[src/rtl/rcc_pkg.sv]
package rcc_pkg;
  localparam int NSRC    = 7;
  localparam int B_PIN   = 0;
  localparam int B_SUP   = 1;
  localparam int B_MCLK  = 2;
  localparam int B_WDT   = 3;
  localparam int B_SW    = 4;
  localparam int B_CMP   = 5;
  localparam int B_FLASH = 6;
endpackage

[src/rtl/rcc_src_arb.sv]
module rcc_src_arb #(
  parameter int NSRC = 7
) (
  input  logic [NSRC-1:0] req,
  output logic [NSRC-1:0] grant,
  output logic            any
);
  logic found;

  always_comb begin
    grant = '0;
    found = 1'b0;
    for (int i = 0; i < NSRC; i++) begin
      if (req[i] && !found) begin
        grant[i] = 1'b1;
        found    = 1'b1;
      end
    end
    any = |req;
  end
endmodule

[src/rtl/rcc_stretch.sv]
module rcc_stretch #(
  parameter int STRETCH_CYC = 4
) (
  input  logic clk,
  input  logic rst_n,
  input  logic req_any,
  output logic take,
  output logic idle,
  output logic sys_rst
);
  localparam int CW = $clog2(STRETCH_CYC + 1);
  localparam logic [CW-1:0] LOAD = CW'(STRETCH_CYC);

  logic [CW-1:0] cnt_q, cnt_d;

  assign idle    = (cnt_q == '0);
  assign sys_rst = !idle;
  assign take    = idle && req_any;

  always_comb begin
    cnt_d = cnt_q;
    if (!idle)     cnt_d = cnt_q - 1'b1;
    else if (take) cnt_d = LOAD;
  end

  always_ff @(posedge clk or negedge rst_n) begin
    if (!rst_n) cnt_q <= LOAD;
    else        cnt_q <= cnt_d;
  end

  // checker: length of the current reset pulse
  logic [7:0] hi_len;
  always_ff @(posedge clk or negedge rst_n) begin
    if (!rst_n)       hi_len <= '0;
    else if (sys_rst) hi_len <= hi_len + 8'd1;
    else              hi_len <= '0;
  end

  a_r3_pulse_width: assert property (@(posedge clk) disable iff (!rst_n)
    $fell(sys_rst) |-> (hi_len == 8'(STRETCH_CYC)));
  a_r3_take_raises: assert property (@(posedge clk) disable iff (!rst_n)
    take |=> sys_rst);
endmodule

[src/rtl/rcc_cause_reg.sv]
module rcc_cause_reg #(
  parameter int NSRC    = 7,
  parameter int POR_BIT = 1
) (
  input  logic            clk,
  input  logic            rst_n,
  input  logic            take,
  input  logic [NSRC-1:0] grant,
  input  logic            wr_en,
  input  logic            wd_cmp,
  input  logic            wd_mclk,
  input  logic            wd_sup,
  output logic            en_cmp,
  output logic            en_mclk,
  output logic            en_sup,
  output logic [NSRC:0]   rdata
);
  logic [NSRC-1:0] flags_q, flags_d;
  logic            cmp_d, mclk_d, sup_d;

  always_comb begin
    flags_d = take ? grant : flags_q;
    cmp_d   = wr_en ? wd_cmp  : en_cmp;
    mclk_d  = wr_en ? wd_mclk : en_mclk;
    sup_d   = wr_en ? wd_sup  : en_sup;
  end

  always_ff @(posedge clk or negedge rst_n) begin
    if (!rst_n) begin
      flags_q <= NSRC'(1) << POR_BIT;
      en_cmp  <= 1'b0;
      en_mclk <= 1'b0;
      en_sup  <= 1'b1;
    end else begin
      flags_q <= flags_d;
      en_cmp  <= cmp_d;
      en_mclk <= mclk_d;
      en_sup  <= sup_d;
    end
  end

  assign rdata = {1'b1, flags_q};

  a_r4_flags_hold: assert property (@(posedge clk) disable iff (!rst_n)
    !take |=> $stable(flags_q));
  a_r10_enables_hold: assert property (@(posedge clk) disable iff (!rst_n)
    !wr_en |=> ($stable(en_cmp) && $stable(en_mclk) && $stable(en_sup)));
endmodule

[src/rtl/rst_cause_ctrl.sv]
module rst_cause_ctrl
  import rcc_pkg::*;
#(
  parameter int          STRETCH_CYC = 4,
  parameter logic [7:0]  REG_ADDR    = 8'hEF
) (
  input  logic       clk,
  input  logic       rst_n,
  input  logic       pin_req,
  input  logic       sup_trip,
  input  logic       mclk_tmo,
  input  logic       wdt_tmo,
  input  logic       cmp_out,
  input  logic       flash_err,
  input  logic       sfr_wr,
  input  logic [7:0] sfr_addr,
  input  logic [7:0] sfr_wdata,
  output logic [7:0] sfr_rdata,
  output logic       sys_rst
);
  logic [NSRC-1:0] req, grant;
  logic            req_any, take, idle, wr_hit;
  logic            en_cmp, en_mclk, en_sup;

  assign wr_hit = sfr_wr && (sfr_addr == REG_ADDR) && idle;

  always_comb begin
    req          = '0;
    req[B_PIN]   = pin_req;
    req[B_SUP]   = sup_trip && en_sup;
    req[B_MCLK]  = mclk_tmo && en_mclk;
    req[B_WDT]   = wdt_tmo;
    req[B_SW]    = wr_hit && sfr_wdata[B_SW];
    req[B_CMP]   = !cmp_out && en_cmp;
    req[B_FLASH] = flash_err;
  end

  rcc_src_arb #(.NSRC(NSRC)) arb_i (
    .req   (req),
    .grant (grant),
    .any   (req_any)
  );

  rcc_stretch #(.STRETCH_CYC(STRETCH_CYC)) str_i (
    .clk     (clk),
    .rst_n   (rst_n),
    .req_any (req_any),
    .take    (take),
    .idle    (idle),
    .sys_rst (sys_rst)
  );

  rcc_cause_reg #(.NSRC(NSRC), .POR_BIT(B_SUP)) cause_i (
    .clk     (clk),
    .rst_n   (rst_n),
    .take    (take),
    .grant   (grant),
    .wr_en   (wr_hit),
    .wd_cmp  (sfr_wdata[B_CMP]),
    .wd_mclk (sfr_wdata[B_MCLK]),
    .wd_sup  (sfr_wdata[B_SUP]),
    .en_cmp  (en_cmp),
    .en_mclk (en_mclk),
    .en_sup  (en_sup),
    .rdata   (sfr_rdata)
  );

  a_r1_top_bit: assert property (@(posedge clk) disable iff (!rst_n)
    sfr_rdata[7]);
  a_r4_onehot_flags: assert property (@(posedge clk) disable iff (!rst_n)
    $countones(sfr_rdata[6:0]) == 1);
  a_r6_sw_force: assert property (@(posedge clk) disable iff (!rst_n)
    (sfr_wr && sfr_addr == REG_ADDR && sfr_wdata[B_SW] && !sys_rst)
      |=> (sys_rst && $countones(sfr_rdata[6:0]) == 1));
  a_r5_pin_cause: assert property (@(posedge clk) disable iff (!rst_n)
    (pin_req && !sys_rst) |=> (sys_rst && sfr_rdata[B_PIN]));
endmodule

[config.mk]
export PLATFORM = sky130hd
export DESIGN_NAME = rst_cause_ctrl
export DESIGN_NICKNAME = d
export VERILOG_FILES = /design/src/rtl/rcc_pkg.sv /design/src/rtl/rcc_src_arb.sv /design/src/rtl/rcc_stretch.sv /design/src/rtl/rcc_cause_reg.sv /design/src/rtl/rst_cause_ctrl.sv
export SDC_FILE = /design/constraint.sdc
export NUM_CORES = 1
export LEC_CHECK = 0
export BUFFER_PORTS_ARGS = -buffer_cell sky130_fd_sc_hd__buf_2
export CORE_MARGIN = 2
export CORE_UTILIZATION = 42
export CTS_CLUSTER_SIZE = 16
export DETAILED_ROUTE_END_ITERATION = 6
export GPL_ROUTABILITY_DRIVEN = 0
export PLACE_DENSITY = 0.76
export SYNTH_ARGS = -nofsm -noshare
export SYNTH_HDL_FRONTEND = slang
export SYNTH_SLANG_ARGS = --single-unit
export TNS_END_PERCENT = 5
[constraint.sdc]
create_clock -name clk -period 2.77 [get_ports clk]
set_input_delay 0.277 -clock clk [delete_from_list [all_inputs] [get_ports clk]]
set_output_delay 0.277 -clock clk [all_outputs]
set_load 0.01 [all_outputs]
Word-level counts from Yosys, hierarchy flattened
Cells that the tools add are included.
- register bits after elaboration: 13
- latch bits: 0
- memory bits (writable): 0
- bits in read-only memories: 0
- bits of input ports: 25
- output and inout bits: 9
- logic and storage cells: 45
- memories: 0
- $add $sub $neg: 1
- multipliers: 0
- divide/modulo/power cells: 0
- magnitude comparators: 0
- equality and inequality tests: 2
- shift-type cells: 0
- mux-type cells: 14
- bitwise operators: 0
- reduce and logical (&&, ||, !) cells: 23
- operators by type and width (cell ; count):
    $logic_and A1 B1 Y1 ; 13
    $mux W1 ; 12
    $eq A8 B8 Y1 const B ; 1
    $logic_not A1 Y1 ; 8
    $reduce_or A7 Y1 ; 1
    $mux W3 ; 2
    $logic_not A3 Y1 ; 1
    $sub A3 B1 Y3 const B ; 1
    $ne A2 B1 Y1 const B ; 1

Logic depth before layout (Yosys ltp)
- depth in word-level cells: 19
- gate-level depth with buffers: 4

Hierarchy
A second synthesis with hierarchy kept.
- cells, all modules: 60
- area, all modules: 708.2 µm²
- modules (own cells, without submodules) (module ; instances ; cells an instance ; area an instance (µm²) ; sequential area each (µm²)):
    rcc_cause_reg ; 1 ; 23 ; 414.1 ; 252.7
    rcc_stretch ; 1 ; 18 ; 162.7 ; 76.3
    rcc_src_arb ; 1 ; 10 ; 72.6 ; 0.0
    rst_cause_ctrl ; 1 ; 9 ; 58.8 ; 0.0

Least setup slack after synthesis
OpenSTA, ideal clock, no wires.
- kind: flip-flop to flip-flop
- start: reg str_i.cnt_q[1]
- end: reg cause_i.en_cmp
- arrival: 1478 ps
- slack: 1167 ps
- cell stages (with the launch flop): 5
- path through: dfrtp_1 -> nor3_4 -> inv_2 -> nor4_4 -> mux2_2
- cells in the longest elaborated chain, start to end: 2
- RTL lines (what ; line ; source):
    start, declared ; rcc_stretch.sv:14 ; logic [CW-1:0] cnt_q, cnt_d;
    start signal, assigned ; rcc_stretch.sv:28 ; else cnt_q <= cnt_d;
    $logic_not A3 Y1 ; rcc_stretch.sv:16 ; assign idle = (cnt_q == '0);
    $logic_and A1 B1 Y1 ; rst_cause_ctrl.sv:25 ; assign wr_hit = sfr_wr && (sfr_addr == REG_ADDR) && idle;
    end signal, assigned ; rcc_cause_reg.sv:36 ; en_cmp <= cmp_d;
    end, declared ; rcc_cause_reg.sv:13 ; output logic en_cmp,
No other way between the ends.
A chain may end at the register's enable or synchronous reset.

Worst setup path after layout
Ends and elaborated chain as after synthesis.

==> key figures <==
Floorplan
  • Die Span X: 42.9 um
  • Ports: 34
  • Die area: 1840 um2
  • Height of the die: 42.9 um
  • Core Footprint: 1450 um2
  • Starting Density: 43.7%
  • Row count: 14

Worst setup path
  • CP startpoint kind: flop
  • Worst Path Required: 2.94 ns
  • CP max FO: 7
  • Delay of the slowest critical-path stage: 0.45 ns
  • Crit. End Element: flop
  • Setup CP Type: reg2reg
  • Crit-path cells: nor3_4 > inv_2 > nor4_4 > mux2_2
  • Slowest-stage cell, CP: dfrtp_1
  • WP data arrival: 1.90 ns

Finish
  • Fin nets: 114
  • Layout area overhead: 29.7%
  • Most frequent cells in the layout: 28 x buf_2, 10 x dfrtp_1, 8 x nand2_1
  • Antenna fix cells: 0
  • Layout cells sized above 1: 50.0%
  • Commonest non-fill, non-tap cell in the layout: buf_2

Route
  • Routed len/inst: 12.9 um
  • Iter 0 DRT Violations: 5
  • Drt pass-1 iters: 4
  • Routed vias: 542
  • WL final: 1.34 mm
  • Drc violations: 0
  • Post-route ant nets: 0
  • Via density: 5.21

Clock network
  • CTS tree: built
  • CTS sink count: 13
  • Clock root buffer: clkbuf_4
  • Worst skew pair latency: 0.28 ns
  • Worst-path clk slew: 0.08 ns
  • Cts bufs inserted: 3
  • H-Tree Depth: 1
  • CTS Buffer Depth: 2

STA
  • Total negative slack: 0 ns
  • Final worst-path cycle share: 62.6%
  • Hold Vio Cnt, Final: 0
  • Tmin final: 1.74 ns
  • # setup viols final: 0
  • Setup Skew: 0.00194 ns
  • Setup WS post-layout: 1.03 ns
  • Max-slew violations: 0
  • RSZ-0062 raised after global routing: no
  • Max Freq: 576 MHz

Logic synthesis
  • Synthesis-stage register bit count: 13
  • Post-synth EDFFs: 0
  • Seq/Total Area, Yosys: 51.8%
  • Mapped Avg Cell Area: 11.4 um2
  • Post-synthesis cell area: 636 um2
  • Syn nets: 81
  • FFs w/ async S/R, synth: 100%
  • Main synth FF type: dfrtp_1
  • Yosys warns: 0
  • Synth Instances: 56
  • Post-synth cell types: 26

Global route
  • Gr ovfl total: 0
  • Vias in the first global route: 526
  • Global-route wire length before repair: 2.32 mm
  • GRT Overall Usage: 17.6%
  • Initial antenna violation count: 0
  • Largest net degree at the start of global routing: 14

Place
  • Port bufs: 28
  • Setup WS pre-CTS: 1.04 ns
  • DP HPWL: 1.10 mm

Pwr
  • Leakage: 0.421 nW
  • Switching Share: 37.2%
  • Flop pwr share: 46.9%
  • Pwr/cell area: 759 nW/um2
  • Clock share of power: 19.0%
  • Sw Pwr: 0.233 mW
  • Worst vdd ir: 0.000423 V
  • Internal: 0.393 mW
  • Comb power frac: 34.1%

Run
  • Max-Cap Viols: 0

Status
  • Outcome: completed

Min path
  • Worst Hold Class: in2reg
[logic make-up (layout without fill, tap and decap cells)]
family | Yosys count | in the layout | synth area share [%]
flops | 13 | 13 | 51.8
other cells | 1 | 1 | 0.590
simple gates | 23 | 23 | 24.0
mux | 3 | 3 | 5.31
compound gates | 13 | 13 | 15.9
buf+inv | 3 | 35 | 2.36
[critical path: cells and delay by family (launching register included)]
family        cells  cell delay [ns]
flops             1             0.45
buf+inv           1             0.13
mux               1             0.37
simple gates      2             0.67
[final cells by class]
cell class | instances | area (um2)
clock buffers | 4 | 26.3
multi-input cells | 40 | 292
flip-flops and latches | 13 | 329
repair buffers | 29 | 150
well taps | 16 | 20.0
fillers | 141 | 629
inverters | 2 | 7.51
[worst paths after layout]
check | start | to | slack, ns | cells past startpoint
max reg2reg | str_i.cnt_q[1] | cause_i.en_cmp | 1.03 | 4
min in group asynchronous | rst_n | cause_i.flags_q[0] | 0.40 | 2
max | str_i.cnt_q[1] | cause_i.en_cmp | 1.03 | 4
max in group asynchronous | rst_n | cause_i.en_sup | 2.09 | 2
min reg2reg | cause_i.flags_q[2] | cause_i.flags_q[2] | 0.50 | 1
min | sfr_wdata[2] | cause_i.en_mclk | 0.23 | 2
[layer usage]
layer | vias up | global-route usage, % | wire length, um | part of all wire [%]
met5 | - | 0 | 0 | 0
met4 | 0 | 10.6 | 41 | 3.1
met3 | 4 | 3.83 | 83 | 6.2
met2 | 22 | 26.7 | 654 | 49
met1 | 247 | 22.9 | 564 | 42
li1 | 269 | - | - | -
[what timing repair did]
action,in CTS,in global routing
buffers inserted,0,0
endpoints found under the setup margin,0,0
hold buffers,1,0
hold endpoints to repair,10,0
gates resized for setup,0,0
[synthesized netlist by cell type (2+ instances only)]
cell type	instances	share of area, %
mux2_2	3	5.3
nor2b_1	2	2.0
dfrtp_1	10	39
a22o_1	2	2.8
a32o_1	3	4.7
nand2_1	8	4.7
nor2_1	5	3.0
o21ai_0	2	1.6
a21oi_1	2	1.6
dfstp_2	3	12
[through the flow]
stage	cells	instance area, um2	power (mW)	util [%]	hold WS (ns)
4_1_cts	104	825	0.632	56.7	0.224
3_5_place_dp	99	788	0.513	54.2	0.178
2_1_floorplan	56	636	0.429	-	-0.0186
5_1_grt	104	825	0.671	56.7	0.226
6_report	104	825	0.626	56.7	0.229
3_3_place_gp	99	788	0.501	54.2	0.174
[registers in the layout, indices dropped and copies added (netlist names)]
register and count:
cause_i.en_cmp 1, cause_i.en_mclk 1, cause_i.en_sup 1, cause_i.flags_q 7, str_i.cnt_q 3
[power groups by stage]
stage	registers, mW	clock network (mW)	logic (mW)
2_1_floorplan	0.299	0	0.130
5_1_grt	0.301	0.127	0.243
4_1_cts	0.293	0.121	0.218
6_report	0.293	0.119	0.213
3_5_place_dp	0.297	0	0.216
3_3_place_gp	0.292	0	0.209
(Power assumes the default switching activity.)
